--- src/rtl/wwdog_pkg.sv ---
package wwdog_pkg;

    localparam int CNT_W  = 7;
    localparam int DATA_W = 8;
    localparam int ADDR_W = 2;

    localparam logic [CNT_W-1:0] EXPIRE_LVL = CNT_W'(1) << (CNT_W - 1);
    localparam logic [CNT_W-1:0] WARN_FROM  = EXPIRE_LVL + CNT_W'(1);
    localparam logic [CNT_W-1:0] CNT_TOP    = {CNT_W{1'b1}};

    localparam int EN_BIT    = DATA_W - 1;
    localparam int IE_BIT    = 0;
    localparam int CLR_BIT   = 1;

    typedef enum logic [ADDR_W-1:0] {
        SEL_CTRL = 2'd0,
        SEL_WIN  = 2'd1,
        SEL_IRQ  = 2'd2
    } reg_sel_e;

    typedef struct packed {
        logic             reload;
        logic             set_en;
        logic [CNT_W-1:0] value;
        logic             win_wr;
        logic [CNT_W-1:0] win;
        logic             irq_wr;
        logic             irq_en;
        logic             irq_clr;
    } wr_cmd_t;

    typedef struct packed {
        logic early;
        logic expire;
        logic warn;
    } evt_t;

    function automatic wr_cmd_t decode_write(
        input logic              we,
        input logic [ADDR_W-1:0] addr,
        input logic [DATA_W-1:0] data
    );
        wr_cmd_t c;
        c         = '0;
        c.value   = data[CNT_W-1:0];
        c.win     = data[CNT_W-1:0];
        c.set_en  = data[EN_BIT];
        c.irq_en  = data[IE_BIT];
        c.reload  = we && (addr == SEL_CTRL);
        c.win_wr  = we && (addr == SEL_WIN);
        c.irq_wr  = we && (addr == SEL_IRQ);
        c.irq_clr = c.irq_wr && data[CLR_BIT];
        return c;
    endfunction

endpackage

--- src/rtl/wwdog_regs.sv ---
module wwdog_regs
    import wwdog_pkg::*;
#(
    parameter logic [CNT_W-1:0] WIN_RST = CNT_TOP
) (
    input  logic             clk,
    input  logic             rst,
    input  wr_cmd_t          cmd,
    output logic             en_q,
    output logic [CNT_W-1:0] win_q,
    output logic             irq_en_q
);

    always_ff @(posedge clk) begin
        if (rst) begin
            en_q     <= 1'b0;
            win_q    <= WIN_RST;
            irq_en_q <= 1'b0;
        end else begin
            if (cmd.reload && cmd.set_en) en_q <= 1'b1;
            if (cmd.win_wr)               win_q <= cmd.win;
            if (cmd.irq_wr)               irq_en_q <= cmd.irq_en;
        end
    end

endmodule

--- src/rtl/wwdog_counter.sv ---
module wwdog_counter
    import wwdog_pkg::*;
#(
    parameter logic [CNT_W-1:0] CNT_RST = CNT_TOP
) (
    input  logic             clk,
    input  logic             rst,
    input  logic             en_q,
    input  logic             tick,
    input  logic             reload,
    input  logic [CNT_W-1:0] value,
    input  logic [CNT_W-1:0] win_q,
    output logic [CNT_W-1:0] cnt_q,
    output evt_t             evt
);

    logic step;

    always_comb begin
        step       = tick && en_q && !reload;
        evt.early  = reload && en_q && (cnt_q > win_q);
        evt.expire = step && (cnt_q <= EXPIRE_LVL);
        evt.warn   = step && (cnt_q == WARN_FROM);
    end

    always_ff @(posedge clk) begin
        if (rst) begin
            cnt_q <= CNT_RST;
        end else if (reload) begin
            cnt_q <= value;
        end else if (step) begin
            cnt_q <= cnt_q - CNT_W'(1);
        end
    end

endmodule

--- src/rtl/wwdog_events.sv ---
module wwdog_events
    import wwdog_pkg::*;
(
    input  logic clk,
    input  logic rst,
    input  evt_t evt,
    input  logic irq_clr,
    input  logic irq_en_q,
    output logic flag_q,
    output logic fault_q,
    output logic irq_o,
    output logic rst_o
);

    always_ff @(posedge clk) begin
        if (rst) begin
            flag_q  <= 1'b0;
            fault_q <= 1'b0;
        end else begin
            fault_q <= fault_q || evt.early || evt.expire;
            flag_q  <= evt.warn || (flag_q && !irq_clr);
        end
    end

    assign irq_o = flag_q && irq_en_q;
    assign rst_o = fault_q;

endmodule

--- src/rtl/wwdog_top.sv ---
module wwdog_top
    import wwdog_pkg::*;
(
    input  logic              clk,
    input  logic              rst,
    input  logic              wr_en,
    input  logic [ADDR_W-1:0] wr_addr,
    input  logic [DATA_W-1:0] wr_data,
    input  logic              tick,
    output logic              irq_o,
    output logic              rst_o
);

    wr_cmd_t          cmd;
    evt_t             evt;
    logic             en_q;
    logic             irq_en_q;
    logic             flag_q;
    logic             fault_q;
    logic             ctrl_wr;
    logic [CNT_W-1:0] win_q;
    logic [CNT_W-1:0] cnt_q;

    always_comb begin
        cmd     = decode_write(wr_en, wr_addr, wr_data);
        ctrl_wr = cmd.reload;
    end

    wwdog_regs i_regs (
        .clk      (clk),
        .rst      (rst),
        .cmd      (cmd),
        .en_q     (en_q),
        .win_q    (win_q),
        .irq_en_q (irq_en_q)
    );

    wwdog_counter i_counter (
        .clk    (clk),
        .rst    (rst),
        .en_q   (en_q),
        .tick   (tick),
        .reload (cmd.reload),
        .value  (cmd.value),
        .win_q  (win_q),
        .cnt_q  (cnt_q),
        .evt    (evt)
    );

    wwdog_events i_events (
        .clk      (clk),
        .rst      (rst),
        .evt      (evt),
        .irq_clr  (cmd.irq_clr),
        .irq_en_q (irq_en_q),
        .flag_q   (flag_q),
        .fault_q  (fault_q),
        .irq_o    (irq_o),
        .rst_o    (rst_o)
    );

endmodule

--- config.mk ---
export PLATFORM = sky130hd
export DESIGN_NAME = wwdog_top
export DESIGN_NICKNAME = d
export VERILOG_FILES = /design/src/rtl/wwdog_pkg.sv /design/src/rtl/wwdog_regs.sv /design/src/rtl/wwdog_counter.sv /design/src/rtl/wwdog_events.sv /design/src/rtl/wwdog_top.sv
export SDC_FILE = /design/constraint.sdc
export NUM_CORES = 1
export LEC_CHECK = 0
export BUFFER_PORTS_ARGS = -buffer_cell sky130_fd_sc_hd__clkbuf_2
export CORE_UTILIZATION = 49
export CTS_CLUSTER_DIAMETER = 80
export DETAILED_ROUTE_END_ITERATION = 10
export PLACE_DENSITY = 0.73
export SYNTH_ARGS = -nofsm -noshare
export SYNTH_HDL_FRONTEND = slang
export SYNTH_SLANG_ARGS = --single-unit
--- constraint.sdc ---
create_clock -name clk -period 1.5 [get_ports clk]
set_input_delay 0.3 -clock clk [delete_from_list [all_inputs] [get_ports clk]]
set_output_delay 0.3 -clock clk [all_outputs]
set_load 0.1 [all_outputs]
; ---- After elaboration in Yosys (flattened, before gate mapping)
; Cells that the tools add are included.
[classes]
reduce_logical = 20
magnitude_cmp = 2
eq_ne = 3
add_sub_neg = 1
mux = 2
[ops]
columns = op, count
row1 = 2-to-1 mux 7 bit, 2
row2 = logical AND 1 bit, 13
row3 = == test 7 bit (second input constant), 1
row4 = > comparator 7 bit, 1
row5 = <= comparator 7 bit (second input constant), 1
row6 = subtractor 7 x 1 -> 7 bit (second input constant), 1
row7 = logical OR 1 bit, 3
row8 = == test 2 x 1 -> 1 bit (second input constant), 1
row9 = == test 2 bit (second input constant), 1
row10 = logical NOT 1 bit, 2
row11 = logical NOT 2 bit, 1
row12 = nonzero test 2 bit, 1
[word_totals]
out_inout_bits = 2
register_bits = 18
elab_cells = 34
inputBits = 14

; ---- Depth between registers and ports, before layout
[logic_depth]
depth_word = 6
depth_mapped = 6

; ---- By module
; From an unflattened synthesis, not the netlist that was laid out.
[unflattened]
cells_unflattened = 122
area_unflattened_um2 = 1153.6
[modules_own_cells]
columns = module, n_inst, seq_area_each_um2, area_per_inst_um2, cells_each
row1 = wwdog_counter, 1, 140.1, 699.4, 80
row2 = wwdog_regs, 1, 180.2, 335.3, 29
row3 = wwdog_events, 1, 40.0, 81.3, 9
row4 = wwdog_top, 1, 0.0, 37.5, 4

; ---- Worst setup path after synthesis
; Ideal clock, no wire load.
[synth_timing]
path_type = register to register
from = register i_counter.cnt_q[2]
to = register i_events.fault_q
synth_period_minus_slack_ns = 1.431
t_required_ns = 1.362
path_slack_ns = 0.069
setup_time_ns = 0.138
stages_incl_launch_ff = 6
arrival_ns = 1.293
n_path_buf = 0
cell_sequence = dfxtp_1 ha_1 a21oi_1 a21oi_1 a2111oi_0 o22ai_1
[synth_between]
elab_chain_cells = 4
[synth_rtl]
columns = item, line
row1 = from (decl), wwdog_counter.sv:13  ; output logic [CNT_W-1:0] cnt_q,
row2 = from (signal assigned), wwdog_counter.sv:30  ; cnt_q <= value;
row3 = from (signal assigned), wwdog_counter.sv:32  ; cnt_q <= cnt_q - CNT_W'(1);
row4 = > comparator 7 bit, wwdog_counter.sv:21  ; evt.early = reload && en_q && (cnt_q > win_q);
row5 = logical AND 1 bit, wwdog_counter.sv:21
row6 = logical OR 1 bit, wwdog_events.sv:20  ; fault_q <= fault_q || evt.early || evt.expire;
row7 = logical OR 1 bit *, wwdog_events.sv:20
row8 = to (signal assigned), wwdog_events.sv:20
row9 = to (decl), wwdog_events.sv:10  ; output logic fault_q,
; Mark *: on every way between the ends. The rest lies on a longest branch, timed or not.
; A chain may end at the register's enable or synchronous reset.

; ---- Final worst setup path
[layout_timing]
from = register i_regs.win_q[4]
to = register i_events.fault_q
[layout_between]
elab_chain_cells = 4
[layout_rtl]
columns = item, line
row1 = from (decl), wwdog_regs.sv:10  ; output logic [CNT_W-1:0] win_q,
row2 = from (signal assigned), wwdog_regs.sv:21  ; if (cmd.win_wr) win_q <= cmd.win;
row3 = > comparator 7 bit, wwdog_counter.sv:21
row4 = logical AND 1 bit, wwdog_counter.sv:21
row5 = logical OR 1 bit (2 in a row), wwdog_events.sv:20
; No other way between the ends.

==> results.yml <==
outcome:
  status: "complete, no violations"
yosys:
  yosys-top-cells-area: "dfxtp_1, ha_1, nand2_1"
  yosysMostFrequentCell: "dfxtp_1"
  synth-seq-area-share: 0.363
  synth_area_sq_um: 993
  synth_warnings: 0
  yosys-top-cells-count: "dfxtp_1, nand2_1, inv_1, ha_1, nor2_1"
  synth_ff_type: "dfxtp_1"
  yosysTopAreaCellShare: 0.363
  synth_cell_type_count: 30
  ys_seq_elements: 18
  async_reset_ff_frac: 0
  avgSynthCellArea_sq_um: 8.35
  synth_cells: 119
  synth_nets: 143
  synth-edff-count: 0
  synth_top_area_cell: "dfxtp_1"
critical_path:
  crit_path_max_fanout: 2
  cp_data_arrival_time_ns: 1.61
  rr_startpoint: "i_regs.win_q[4]"
  worstSetupEndpointType: "register"
  required_ns: 1.70
  path_class: "reg -> reg"
  r2r_cells: 6
  regToRegEndpoint: "i_events.fault_q"
  cp-start-kind: "register"
  regToRegSetupSlack_ns: 0.08
cts:
  postCtsSetupBuffers: 0
  cts_tree: "yes"
  clk_pin_slew_ns: 0.11
  clkLatencyLatePin_ns: 0.31
  hold_buffers: 0
  cts_sinks: 18
  h-tree-depth: 1
  cts_made_buffers: 3
  cts-root-buf: "clkbuf_4"
  clock_path_buffers: 2
power:
  netSwitchingFraction: 0.268
  internal-power_uw: 715
  power_density_nw_per_um2: 826
  leakagePower_uw: 0.000562
  comb_power_share: 0.160
  irDropWorstVdd_mv: 0.569
  p_clk_frac: 0.319
  seqPwrFrac: 0.521
  p_sw_uw: 262
min_path:
  whs_path_depth: 3
  whs_endpoint: "i_counter.cnt_q[2]"
  hold_path_class: "in -> reg"
  hold_start: "wr_data[2]"
floorplanning:
  ioPinCount: 16
  fp.dieH_um: 47.0
  dieArea_sq_um: 2210
  start_util: 0.546
  row_count: 15
  core-area_sq_um: 1820
  die_x_um: 47.0
routing:
  antenna_left: 0
  drt-initial-drc-count: 11
  avgViaCountPerCell: 5.34
  drc: 0
  via_count: 876
  first_pass_iters: 4
  post_drt_wl_per_cell_um: 13.0
  wl_um: 2130
layout:
  n_antenna_cell: 0
  fin_nets: 164
  drive_gt1_frac: 0.216
  final_cells: 164
  syn2layout_area_growth_pct: 19.1
  num-fill-cells: 162
  final_core_util: 0.650
placement:
  placed_cells: 160
  port_buffers: 15
  dp_hpwl_um: 1650
  place.gp.congestion: 0.882
  dpl_worst_slack_ns: -0.0768
sta:
  hold_viol: 0
  whs_ns: 0.219
  setup_ws_ns: 0.0813
  finalClockSkew_ns: 0.00760
  finalCritPeriodShare: 0.946
  rsz0062_at_grt: "false"
  period_needed_ns: 1.42
  relSlewSlack: 0.747
  setup_violations: 0
  worst_slew_pin_slew_ns: 0.380
  fin_tns_setup_ns: 0
  max_freq_mhz: 705
  maxSlewViolCount: 0
global_routing:
  grtUsageTotal: 0.226
  grt_max_degree: 12
  grt_pass1_vias: 808
  grt_pass1_wl_um: 3450
  antenna_found_initial: 0
  grt.overflow.total: 0
flow_run:
  drv_cap: 0
flip-flops by register name, indices dropped and copies added, names as in the netlist:
signal	cells
i_counter.cnt_q	7
i_regs.irq_en_q	1
i_regs.win_q	7
i_events.fault_q	1
i_regs.en_q	1
i_events.flag_q	1
placed cells by master (no fill, tap or decap), drive strengths merged, types with 6 or more instances in the layout:
cell and instances:
nand2 13, ha 10, a21oi 10, nor2 11
dfxtp 18, inv 11, buf 7, nor3 6
o211ai 6, clkbuf 17
how the worst max path moves through the flow:
stage	start	end	slack [ns]	depth (start not counted)
after floorplan	i_counter.cnt_q[2]	i_events.fault_q	0.07	5
after global placement	i_regs.win_q[2]	i_events.fault_q	0.06	6
after detailed placement	i_regs.win_q[2]	i_events.fault_q	-0.08	6
after CTS	i_regs.win_q[2]	i_events.fault_q	0.04	6
after global routing	i_regs.win_q[4]	i_events.fault_q	0.003	6
final	i_regs.win_q[4]	i_events.fault_q	0.08	6
layout make-up:
type,count,area (sq um),area share
clock buffers,4,36.3,0.0307
inverters,11,41.3,0.0349
multi-input cells,86,583,0.493
flip-flops and latches,18,362,0.305
well taps,25,31.3,0.0264
repair buffers,20,130,0.110
worst max-delay path, stage by stage, from the launching register on:
cell       delay, ns
dfxtp_1         0.33
inv_1           0.05
ha_1            0.29
a21oi_1         0.14
nor2_1          0.07
a2111oi_2       0.30
o22ai_1         0.13
routing by layer:
layer | part of all wire | wire length (um) | track usage | vias up
li1 | - | - | - | 454
met1 | 0.46 | 975 | 0.261 | 398
met2 | 0.49 | 1050 | 0.406 | 20
met3 | 0.037 | 78 | 0.0577 | 4
met4 | 0.012 | 25 | 0.0743 | 0
met5 | 0 | 0 | 0 | -
through the flow:
stage               instance area (sq um)  total power, uW
floorplan                             993              613
global placement                     1140              662
detailed placement                   1140              666
CTS                                  1180              979
global route                         1180             1020
finish                               1180              977
cells by family after synthesis:
logic type,count (synthesis),synth area share
adders and majority gates,10,0.126
AOI/OAI and AO/OA,24,0.151
muxes,2,0.0202
xor gates and xnor gates,6,0.0529
and+or+nand+nor,44,0.230
buffers and inverters,15,0.0567
DFF,18,0.363
power by group through the flow:
stage | logic, uW | registers [uW] | clock network [uW]
3_3_place_gp | 144 | 519 | 0
5_1_grt | 175 | 512 | 334
2_1_floorplan | 93.0 | 520 | 0
6_report | 156 | 509 | 312
4_1_cts | 156 | 509 | 314
3_5_place_dp | 147 | 520 | 0
timing repair:
item	in CTS	in global routing
endpoints found under the setup margin	1	1
pin swaps	0	1
cloned	0	0
resized for setup	2	1
(Power assumes the default switching activity.)
